[src/rtl/fcrc_pkg.sv]
package fcrc_pkg;

    localparam int CB_MSB  = 6;
    localparam int CB_HDLC = 5;
    localparam int CB_W8   = 4;
    localparam int CB_RXEN = 3;
    localparam int CB_TXEN = 2;

    localparam logic [7:0]  CFG_WMASK = 8'h7C;
    localparam logic [15:0] POLY16    = 16'h1021;
    localparam logic [7:0]  POLY8     = 8'h07;

    function automatic logic [1:0] crc_len(input logic [7:0] cfg);
        return cfg[CB_W8] ? 2'd1 : 2'd2;
    endfunction

    function automatic logic [15:0] crc_preset(input logic [7:0] cfg);
        if (!cfg[CB_HDLC]) return 16'h0000;
        return cfg[CB_W8] ? 16'h00FF : 16'hFFFF;
    endfunction

    function automatic logic [15:0] crc_step(input logic [15:0] c, input logic [7:0] b,
                                             input logic [7:0] cfg);
        logic [15:0] r;
        logic        bit_in;
        logic        fb;
        r = c;
        for (int i = 0; i < 8; i++) begin
            bit_in = cfg[CB_MSB] ? b[7-i] : b[i];
            if (cfg[CB_W8]) begin
                fb = r[7] ^ bit_in;
                r  = {8'h00, r[6:0], 1'b0} ^ (fb ? {8'h00, POLY8} : 16'h0000);
            end else begin
                fb = r[15] ^ bit_in;
                r  = {r[14:0], 1'b0} ^ (fb ? POLY16 : 16'h0000);
            end
        end
        return r;
    endfunction

    function automatic logic [15:0] crc_final(input logic [15:0] c, input logic [7:0] cfg);
        if (!cfg[CB_HDLC]) return c;
        return cfg[CB_W8] ? {8'h00, ~c[7:0]} : ~c;
    endfunction

    // byte of the finished value sent at position 0 or 1 after the payload
    function automatic logic [7:0] crc_byte(input logic [15:0] fin, input logic [7:0] cfg,
                                            input logic second);
        if (cfg[CB_W8]) return fin[7:0];
        if (cfg[CB_HDLC]) return second ? fin[15:8] : fin[7:0];
        return second ? fin[7:0] : fin[15:8];
    endfunction

endpackage

[src/rtl/fcrc_tx.sv]
module fcrc_tx
    import fcrc_pkg::*;
(
    input  logic       clk,
    input  logic       rst_n,
    input  logic [7:0] cfg,
    input  logic       in_valid,
    input  logic [7:0] in_data,
    input  logic       in_last,
    output logic       in_ready,
    output logic       out_valid,
    output logic [7:0] out_data,
    output logic       out_last,
    input  logic       out_ready
);

    typedef enum logic {TX_PASS, TX_APPEND} tx_phase_e;

    typedef struct packed {
        tx_phase_e   phase;
        logic        in_frame;
        logic [7:0]  fcfg;
        logic [15:0] crc;
        logic        idx;
        logic        ov;
        logic [7:0]  od;
        logic        ol;
    } tx_state_t;

    localparam tx_state_t TX_RESET = '{phase: TX_PASS, default: '0};

    tx_state_t q, d;

    logic can_emit;
    assign can_emit = !q.ov || out_ready;
    assign in_ready = (q.phase == TX_PASS) && can_emit;

    always_comb begin
        logic [7:0]  cfg_e;
        logic [15:0] crc_b;
        logic [15:0] fin;
        logic        acc;
        d     = q;
        cfg_e = q.in_frame ? q.fcfg : cfg;
        crc_b = q.in_frame ? q.crc : crc_preset(cfg);
        fin   = crc_final(q.crc, q.fcfg);
        acc   = in_valid && in_ready;
        if (q.ov && out_ready) d.ov = 1'b0;
        if (acc) begin
            if (!q.in_frame) begin
                d.in_frame = 1'b1;
                d.fcfg     = cfg;
            end
            d.crc = crc_step(crc_b, in_data, cfg_e);
            d.ov  = 1'b1;
            d.od  = in_data;
            d.ol  = 1'b0;
            if (in_last) begin
                if (cfg_e[CB_TXEN]) begin
                    d.phase = TX_APPEND;
                    d.idx   = 1'b0;
                end else begin
                    d.ol       = 1'b1;
                    d.in_frame = 1'b0;
                end
            end
        end else if (q.phase == TX_APPEND && can_emit) begin
            d.ov = 1'b1;
            d.od = crc_byte(fin, q.fcfg, q.idx);
            d.ol = ({1'b0, q.idx} == crc_len(q.fcfg) - 2'd1);
            if (d.ol) begin
                d.phase    = TX_PASS;
                d.in_frame = 1'b0;
            end else begin
                d.idx = 1'b1;
            end
        end
    end

    always_ff @(posedge clk or negedge rst_n) begin
        if (!rst_n) q <= TX_RESET;
        else        q <= d;
    end

    assign out_valid = q.ov;
    assign out_data  = q.od;
    assign out_last  = q.ol;

endmodule

[src/rtl/fcrc_rx.sv]
module fcrc_rx
    import fcrc_pkg::*;
#(
    parameter int HOLD = 4
) (
    input  logic       clk,
    input  logic       rst_n,
    input  logic [7:0] cfg,
    input  logic       err_clr,
    input  logic       in_valid,
    input  logic [7:0] in_data,
    input  logic       in_last,
    output logic       in_ready,
    output logic       out_valid,
    output logic [7:0] out_data,
    output logic       out_last,
    input  logic       out_ready,
    output logic       crc_err
);

    localparam int FW = $clog2(HOLD);

    typedef enum logic {RX_RUN, RX_FLUSH} rx_phase_e;

    typedef struct packed {
        rx_phase_e             phase;
        logic                  in_frame;
        logic [7:0]            fcfg;
        logic [15:0]           crc;
        logic [HOLD-1:0][7:0]  sh;
        logic [FW-1:0]         fill;
        logic                  ov;
        logic [7:0]            od;
        logic                  ol;
        logic                  err;
    } rx_state_t;

    localparam rx_state_t RX_RESET = '{phase: RX_RUN, default: '0};

    rx_state_t q, d;

    logic can_emit;
    assign can_emit = !q.ov || out_ready;
    assign in_ready = (q.phase == RX_RUN) && can_emit;

    always_comb begin
        logic [7:0]    cfg_e;
        logic [FW-1:0] n_crc;
        logic [FW-1:0] depth;
        logic [FW-1:0] fill_b;
        logic [15:0]   crc_b;
        logic [15:0]   fin;
        logic [7:0]    mv;
        logic          acc;
        logic          bad;
        d      = q;
        cfg_e  = q.in_frame ? q.fcfg : cfg;
        n_crc  = cfg_e[CB_RXEN] ? FW'(crc_len(cfg_e)) : '0;
        depth  = n_crc + FW'(1);
        fill_b = q.in_frame ? q.fill : '0;
        crc_b  = q.in_frame ? q.crc : crc_preset(cfg);
        fin    = crc_final(q.crc, cfg_e);
        mv     = (n_crc == '0) ? in_data : q.sh[n_crc - FW'(1)];
        acc    = in_valid && in_ready;
        bad    = 1'b0;
        if (q.ov && out_ready) d.ov = 1'b0;
        if (err_clr) d.err = 1'b0;
        if (acc) begin
            if (!q.in_frame) begin
                d.in_frame = 1'b1;
                d.fcfg     = cfg;
                d.err      = 1'b0;
            end
            // oldest payload byte leaves only once a newer one replaces it
            if (fill_b == depth) begin
                d.ov = 1'b1;
                d.od = q.sh[n_crc];
                d.ol = 1'b0;
            end
            d.crc  = (fill_b >= n_crc) ? crc_step(crc_b, mv, cfg_e) : crc_b;
            d.sh   = {q.sh[HOLD-2:0], in_data};
            d.fill = (fill_b == depth) ? depth : fill_b + FW'(1);
            if (in_last) d.phase = RX_FLUSH;
        end else if (q.phase == RX_FLUSH && can_emit) begin
            if (q.fill == depth) begin
                d.ov = 1'b1;
                d.od = q.sh[n_crc];
                d.ol = 1'b1;
            end
            if (n_crc == FW'(2))
                bad = (q.sh[1] != crc_byte(fin, cfg_e, 1'b0)) ||
                      (q.sh[0] != crc_byte(fin, cfg_e, 1'b1));
            else if (n_crc == FW'(1))
                bad = (q.sh[0] != crc_byte(fin, cfg_e, 1'b0));
            if (n_crc != '0 && q.fill < n_crc) bad = 1'b1;
            if (bad) d.err = 1'b1;
            d.phase    = RX_RUN;
            d.in_frame = 1'b0;
            d.fill     = '0;
        end
    end

    always_ff @(posedge clk or negedge rst_n) begin
        if (!rst_n) q <= RX_RESET;
        else        q <= d;
    end

    assign out_valid = q.ov;
    assign out_data  = q.od;
    assign out_last  = q.ol;
    assign crc_err   = q.err;

endmodule

[src/rtl/frame_crc_unit.sv]
module frame_crc_unit
    import fcrc_pkg::*;
#(
    parameter logic [7:0] CFG_RESET = 8'h0C
) (
    input  logic       clk,
    input  logic       rst_n,
    input  logic       cfg_we,
    input  logic [7:0] cfg_wdata,
    output logic [7:0] cfg_rdata,
    input  logic       stat_clr,
    output logic       crc_err,
    input  logic       tx_in_valid,
    input  logic [7:0] tx_in_data,
    input  logic       tx_in_last,
    output logic       tx_in_ready,
    output logic       tx_out_valid,
    output logic [7:0] tx_out_data,
    output logic       tx_out_last,
    input  logic       tx_out_ready,
    input  logic       rx_in_valid,
    input  logic [7:0] rx_in_data,
    input  logic       rx_in_last,
    output logic       rx_in_ready,
    output logic       rx_out_valid,
    output logic [7:0] rx_out_data,
    output logic       rx_out_last,
    input  logic       rx_out_ready
);

    typedef struct packed {
        logic [7:0] cfg;
    } top_state_t;

    top_state_t q, d;

    always_comb begin
        d = q;
        if (cfg_we) d.cfg = cfg_wdata & CFG_WMASK;
    end

    always_ff @(posedge clk or negedge rst_n) begin
        if (!rst_n) q.cfg <= CFG_RESET & CFG_WMASK;
        else        q <= d;
    end

    assign cfg_rdata = q.cfg;

    fcrc_tx u_tx (
        .clk       (clk),
        .rst_n     (rst_n),
        .cfg       (q.cfg),
        .in_valid  (tx_in_valid),
        .in_data   (tx_in_data),
        .in_last   (tx_in_last),
        .in_ready  (tx_in_ready),
        .out_valid (tx_out_valid),
        .out_data  (tx_out_data),
        .out_last  (tx_out_last),
        .out_ready (tx_out_ready)
    );

    fcrc_rx #(.HOLD(4)) u_rx (
        .clk       (clk),
        .rst_n     (rst_n),
        .cfg       (q.cfg),
        .err_clr   (stat_clr),
        .in_valid  (rx_in_valid),
        .in_data   (rx_in_data),
        .in_last   (rx_in_last),
        .in_ready  (rx_in_ready),
        .out_valid (rx_out_valid),
        .out_data  (rx_out_data),
        .out_last  (rx_out_last),
        .out_ready (rx_out_ready),
        .crc_err   (crc_err)
    );

endmodule

[config.mk]
export PLATFORM = sky130hd
export DESIGN_NAME = frame_crc_unit
export DESIGN_NICKNAME = d
export VERILOG_FILES = /design/src/rtl/fcrc_pkg.sv /design/src/rtl/fcrc_tx.sv /design/src/rtl/fcrc_rx.sv /design/src/rtl/frame_crc_unit.sv
export SDC_FILE = /design/constraint.sdc
export NUM_CORES = 1
export LEC_CHECK = 0
export ABC_AREA = 1
export CAP_MARGIN = 20
export CORE_ASPECT_RATIO = 0.5
export CORE_MARGIN = 3
export CORE_UTILIZATION = 60
export DETAILED_ROUTE_END_ITERATION = 10
export DONT_BUFFER_PORTS = 1
export PLACE_DENSITY = 0.84
export SLEW_MARGIN = 20
export SYNTH_ARGS = -nofsm -noshare
export SYNTH_HDL_FRONTEND = slang
export SYNTH_SLANG_ARGS = --single-unit
[constraint.sdc]
create_clock -name clk -period 3.2 [get_ports clk]
set_clock_uncertainty 0.1 [all_clocks]
set_input_delay 0.64 -clock clk [delete_from_list [all_inputs] [get_ports clk]]
set_output_delay 0.64 -clock clk [all_outputs]
set_load 0.005 [all_outputs]
# Yosys cells after proc, flatten, opt, wreduce, memory -nomap -nowiden
# Index checks and enable logic that the tools add are counted.
# word_totals
wordCells,322
input_bits,34
output_inout_bits,31
register_bits,107
# op_classes
reduce_logical,28
mux,179
add_sub_neg,4
n_eq_ne,13
magnitude_cmp,4
n_bitwise,72
# op_table
op,count
$mux W16,39
$xor A16 B16 Y16,16
$xor A8 B16 Y16,16
$mux W13,18
$mux W8,28
$mux W1,59
$mux W3,16
$bmux W8 S2,2
$not A16 Y16,2
$xor A1 B1 Y1,32
$ne A8 B8 Y1,3
$mux W11,2
$mux W2,11
$mux W10,2
$not A8 Y8,2
$mux W7,2
$reduce_bool A2 Y1,5
$logic_and A1 B1 Y1,9
$reduce_and A2 Y1,4
$reduce_and A4 Y1,2
$lt A2 B3 Y1 const B,2
$ne A2 B2 Y1 const B,3
$add A2 B1 Y2 const B,2
$eq A2 B2 Y1,2
13 further kinds,21

# Depth between registers and ports, before layout
# logic_depth
depth_word,48
ltp_mapped,24
depth_no_buf,23

# By module
# From an unflattened synthesis, not the netlist that was laid out.
# unflattened
cells_unflattened,1169
hier_area_um2,7749.9
# modules_own_cells
module,instances,cells_each,seq_area_each_um2,area_each_um2
fcrc_rx,1,735,1476.4,4839.6
fcrc_tx,1,409,825.8,2696.3
frame_crc_unit,1,25,127.6,214.0

# Least setup slack after synthesis
# Ideal clock, no wire load.
# synth_path
path_kind,register to register
from,register cfg_rdata[3] (netlist name)
to,register u_rx.q[55] in the netlist's numbering
required_ns,2.962
period_less_slack_ns,2.745
slack_ns,0.455
arrival_ns,2.507
n_path_buf,1
path_stages_with_launch,14
setup_time_ns,0.138
cell_sequence,dfstp_2 -> nand2_1 -> nand2_4 -> inv_2 -> buf_6 -> nor2_4 -> clkinv_1 -> ha_1 -> a21oi_1 -> clkinv_1 -> nand2_1 -> inv_1 -> nand3_1 -> a22oi_1
# synth_via
elab_chain_len,27
elab_cells_between_ends,31
cone_classes,1 x add/sub; 1 x order compare; 19 x mux; 9 x bitwise; 1 x reduce/logical
# synth_rtl
item,line_no,text
$mux W7 (*),fcrc_rx.sv:57,cfg_e = q.in_frame ? q.fcfg : cfg;
$mux W2 (*),fcrc_rx.sv:58,n_crc = cfg_e[CB_RXEN] ? FW'(crc_len(cfg_e)) : '0;
$sub A2 B1 Y2,fcrc_rx.sv:63,mv = (n_crc == '0) ? in_data : q.sh[n_crc - FW'(1)];
$bmux W8 S2,fcrc_rx.sv:63,
$mux W8 (implied by the code),fcrc_rx.sv:63,
$mux W8,fcrc_rx.sv:63,
$mux W1,fcrc_pkg.sv:29,bit_in = cfg[CB_MSB] ? b[7-i] : b[i];
$xor A1 B1 Y1,fcrc_pkg.sv:34,fb = r[15] ^ bit_in;
(+11 left out),--,
$mux W16,fcrc_pkg.sv:30,if (cfg[CB_W8]) begin
$mux W16,fcrc_rx.sv:68,if (acc) begin
$xor A16 B16 Y16,fcrc_pkg.sv:35,"r = {r[14:0], 1'b0} ^ (fb ? POLY16 : 16'h0000);"
$mux W16,fcrc_pkg.sv:30,
$mux W16,fcrc_rx.sv:68,
$xor A16 B16 Y16,fcrc_pkg.sv:35,
$mux W16,fcrc_pkg.sv:30,
$mux W16 (*),fcrc_rx.sv:80,"d.crc = (fill_b >= n_crc) ? crc_step(crc_b, mv, cfg_e) : crc_b;"
end signal: assignment,fcrc_rx.sv:104,if (!rst_n) q <= RX_RESET;
end signal: assignment,fcrc_rx.sv:105,else q <= d;
end: declaration,fcrc_rx.sv:40,"rx_state_t q, d;"
# Every way passes the cells marked *; elsewhere a longest branch is shown, timed or not. The select of a mux whose other input is x is not followed.
# A chain may end at the register's enable or synchronous reset.

==> impl_metrics.prom <==
# TYPE chip_impl_metric gauge
chip_impl_info{name="rr_startpoint",value="u_rx.q[69]"} 1
chip_impl_info{name="synth.top_cells.by_count",value="sky130_fd_sc_hd__nand2_1 (320), sky130_fd_sc_hd__inv_1 (113), sky130_fd_sc_hd__o21ai_0 (107)"} 1
chip_impl_metric{name="starting_density_of_the_core",unit="%"} 62.6
chip_impl_info{name="grt_setup_unrepaired",value="no"} 1
chip_impl_metric{name="fin_setup_tns",unit="ns"} 0
chip_impl_metric{name="top_level_ports",unit=""} 65
chip_impl_metric{name="synth-warning-count",unit=""} 0
chip_impl_metric{name="cts_sinks",unit=""} 97
chip_impl_metric{name="required",unit="ns"} 3.32
chip_impl_metric{name="antenna_cells",unit=""} 0
chip_impl_metric{name="number_of_enable_type_register_cells_in_the_synthesized_netlist",unit=""} 0
chip_impl_metric{name="synthesis.area_per_instance",unit="sq um"} 6.93
chip_impl_metric{name="area.growth.synth_to_final",unit="%"} 7.34
chip_impl_metric{name="routed_wl",unit="mm"} 21.0
chip_impl_metric{name="synth_largest_type_area_fraction",unit="%"} 31.6
chip_impl_metric{name="largest_net_degree_at_the_start_of_global_routing",unit=""} 96
chip_impl_metric{name="die_area",unit="sq um"} 14000
chip_impl_metric{name="timing.reg2reg.setup_slack",unit="ns"} 0.20
chip_impl_metric{name="gp_routability_congestion",unit=""} 1.03
chip_impl_metric{name="vias_per_cell",unit=""} 5.89
chip_impl_info{name="crit-reg2reg-capture",value="u_rx.crc_err"} 1
chip_impl_metric{name="ys_ff_latch",unit=""} 97
chip_impl_metric{name="detailroute.wirelength.met2",unit="mm"} 9.76
chip_impl_info{name="run_status",value="finished clean"} 1
chip_impl_info{name="highest-signal-layer",value="met4"} 1
chip_impl_metric{name="postRouteAntennaNets",unit=""} 0
chip_impl_metric{name="die_h",unit="microns"} 85.2
chip_impl_metric{name="floorplan.core_area",unit="sq um"} 12000
chip_impl_metric{name="reg2regPathDepth",unit=""} 16
chip_impl_info{name="synth_area_leader_cell",value="sky130_fd_sc_hd__dfrtp_1"} 1
chip_impl_metric{name="period_needed",unit="ns"} 3.00
chip_impl_metric{name="fp-row-count",unit=""} 28
chip_impl_metric{name="path_clk_slew",unit="ns"} 0.07
chip_impl_metric{name="dieWidth",unit="microns"} 164
chip_impl_metric{name="max_freq",unit="GHz"} 0.334
chip_impl_metric{name="critPathMaxFanout",unit=""} 11
chip_impl_metric{name="routed-via-count",unit=""} 7331
chip_impl_info{name="hp-class",value="input pin to async pin"} 1
chip_impl_metric{name="first_global_vias",unit=""} 6835
chip_impl_metric{name="stdcell_count",unit=""} 1245
chip_impl_metric{name="dr_wl_met3",unit="mm"} 1.82
chip_impl_metric{name="final_slew_viol_count",unit=""} 0
chip_impl_metric{name="htree_num_levels",unit=""} 3
chip_impl_info{name="ys_top_cells_by_area",value="sky130_fd_sc_hd__dfrtp_1 (32%), sky130_fd_sc_hd__nand2_1 (16%), sky130_fd_sc_hd__o21ai_0 (7.1%)"} 1
chip_impl_metric{name="clock_tree.buffer_depth",unit=""} 2
chip_impl_metric{name="drive_gt1_share",unit="%"} 11.7
chip_impl_metric{name="clk_latency",unit="ns"} 0.36
chip_impl_metric{name="gr-usage-all-layers",unit="%"} 29.9
chip_impl_metric{name="worst_pin_slew",unit="ns"} 0.713
chip_impl_metric{name="grt_antenna_before_repair",unit=""} 0
chip_impl_metric{name="hold_violations",unit=""} 0
chip_impl_metric{name="met1_length",unit="mm"} 8.49
chip_impl_metric{name="place_hpwl",unit="mm"} 15.1
chip_impl_info{name="tritoncts",value="yes"} 1
chip_impl_metric{name="synth.distinct_cells",unit=""} 58
chip_impl_metric{name="placedCellCount",unit=""} 1215
chip_impl_metric{name="finalCritPeriodShare",unit="%"} 93.7
chip_impl_metric{name="design.final.nets",unit=""} 1113
chip_impl_metric{name="overflow",unit=""} 0
chip_impl_metric{name="drt-initial-drc-count",unit=""} 870
chip_impl_metric{name="asyncSetResetFlopFracSynth",unit="%"} 100
chip_impl_metric{name="cts_made_buffers",unit=""} 9
chip_impl_info{name="critPathKind",value="flop to flop"} 1
chip_impl_info{name="end_kind",value="flop"} 1
chip_impl_metric{name="drt_drc_violations_left",unit=""} 0
chip_impl_metric{name="synthCells",unit=""} 1085
chip_impl_metric{name="cp_data_arrival_time",unit="ns"} 3.12
chip_impl_metric{name="firstDrtPassIters",unit=""} 6
chip_impl_metric{name="maxCapViolCount",unit=""} 0
chip_impl_metric{name="quantity_of_i_o_buffers_inserted_on_ports",unit=""} 0
chip_impl_metric{name="yosysSeqAreaShare",unit="%"} 32.3
chip_impl_info{name="ctsRootBufferMaster",value="sky130_fd_sc_hd__clkbuf_16"} 1
chip_impl_info{name="synth_top_flop_cell",value="sky130_fd_sc_hd__dfrtp_1"} 1
chip_impl_metric{name="wl_per_instance",unit="microns"} 16.8
chip_impl_metric{name="max-slew-margin-rel",unit="%"} 52.5
chip_impl_info{name="synth_most_common_cell",value="sky130_fd_sc_hd__nand2_1"} 1
chip_impl_metric{name="fin_util",unit="%"} 67.1
chip_impl_metric{name="grt_first_pass_wirelength",unit="mm"} 33.6
chip_impl_metric{name="netlist_area",unit="sq um"} 7520
chip_impl_info{name="worst_setup_path_start_kind",value="flop"} 1
chip_impl_metric{name="final_setup_fails",unit=""} 0
-- how the worst max path moves through the flow --
| stage | startpoint | endpoint | slack (ns) | cells after the start |
|---|---|---|---|---|
| floorplan | cfg_rdata[3] | u_rx.q[55] | 0.45 | 13 |
| global placement | u_rx.q[69] | u_rx.q[59] | 0.18 | 14 |
| detailed placement | u_tx.q[35] | u_tx.q[13] | 0.16 | 18 |
| CTS | u_tx.q[35] | u_tx.q[13] | 0.13 | 18 |
| global route | u_rx.q[69] | u_rx.q[47] | 0.005 | 22 |
| finish | u_rx.q[69] | u_rx.crc_err | 0.20 | 16 |
-- worst max-delay path: stages, from the launching register on --
cell and delay, ns:
sky130_fd_sc_hd__dfrtp_2 0.42, sky130_fd_sc_hd__buf_4 0.24, sky130_fd_sc_hd__nor2_4 0.11, sky130_fd_sc_hd__a21oi_4 0.24, sky130_fd_sc_hd__clkinvlp_4 0.21, sky130_fd_sc_hd__buf_4 0.20, sky130_fd_sc_hd__nand2_1 0.08, sky130_fd_sc_hd__nand2_1 0.07
sky130_fd_sc_hd__nand2_1 0.11, sky130_fd_sc_hd__nand2_1 0.09, sky130_fd_sc_hd__xor2_1 0.18, sky130_fd_sc_hd__nor4_1 0.25, sky130_fd_sc_hd__o2111ai_1 0.15, sky130_fd_sc_hd__a21oi_1 0.15, sky130_fd_sc_hd__nand2_1 0.06, sky130_fd_sc_hd__nand2_1 0.11
sky130_fd_sc_hd__o21ai_1 0.08
-- area by class of cell --
cell class / instances / area, sq um
well taps: 165 / 206
inverters: 132 / 504
fillers: 1006 / 3950
clock buffers: 9 / 225
multi-input cells: 800 / 4290
clock inverters: 7 / 95.1
flip-flops and latches: 97 / 2430
repair buffers: 35 / 312
-- kinds of logic (layout without fill, tap and decap cells) --
logic type                 after synthesis  count (layout)  synth area share [%]
other                                    1               3                0.0499
adders and majority gates                4               4                 0.666
and+or+nand+nor                        488             488                  28.3
muxes                                    1               1                 0.150
DFF                                     97              97                  32.3
AOI/OAI and AO/OA                      237             237                  18.6
xor gates and xnor gates                67              67                  8.85
buffers and inverters                  190             183                  11.1
-- per-layer routing --
layer | vias to the layer above | GRT usage (%)
li1 | 3479 | -
met1 | 3378 | 38.1
met5 | - | 0
met2 | 390 | 49.4
met3 | 84 | 6.24
met4 | 0 | 13.3
-- stage by stage --
| stage | setup WS (ns) | cell area (sq um) | hold WS (ns) |
|---|---|---|---|
| floorplan | 0.455 | 7520 | 0.244 |
| global placement | 0.183 | 7560 | 0.246 |
| detailed placement | 0.158 | 7560 | 0.247 |
| CTS | 0.129 | 7910 | 0.0167 |
| global route | 0.00494 | 8070 | 0.00877 |
| finish | 0.203 | 8070 | 0.0185 |
-- flip-flops by register name, summed over array words and instances (netlist names) --
signal / count
u_rx.q: 48
u_tx.q: 23
u_rx.out_data: 8
u_tx.out_data: 8
cfg_rdata: 5
u_rx.crc_err: 1
u_rx.out_last: 1
u_rx.out_valid: 1
u_tx.out_last: 1
u_tx.out_valid: 1
-- placed cells by master (no fill, tap or decap), types with 13 or more instances in the layout --
| cell | instances |
|---|---|
| sky130_fd_sc_hd__a21oi_1 | 54 |
| sky130_fd_sc_hd__buf_4 | 31 |
| sky130_fd_sc_hd__dfrtp_1 | 93 |
| sky130_fd_sc_hd__inv_1 | 112 |
| sky130_fd_sc_hd__nand2_1 | 319 |
| sky130_fd_sc_hd__nand2_2 | 15 |
| sky130_fd_sc_hd__nand3_1 | 68 |
| sky130_fd_sc_hd__nor2_1 | 44 |
| sky130_fd_sc_hd__o21ai_0 | 107 |
| sky130_fd_sc_hd__o21ai_1 | 13 |
| sky130_fd_sc_hd__xor2_1 | 47 |
-- repair_timing --
| action | in CTS | in global routing |
|---|---|---|
| endpoints found under the setup margin | 0 | 28 |
| gates resized for setup | 0 | 11 |
| buffers inserted | 0 | 13 |
| hold endpoints to repair | 95 | 0 |
| hold buffers | 1 | 0 |
Power is not shown: default switching activity piles up to over one toggle a cycle in this logic, so the estimate is an artifact.
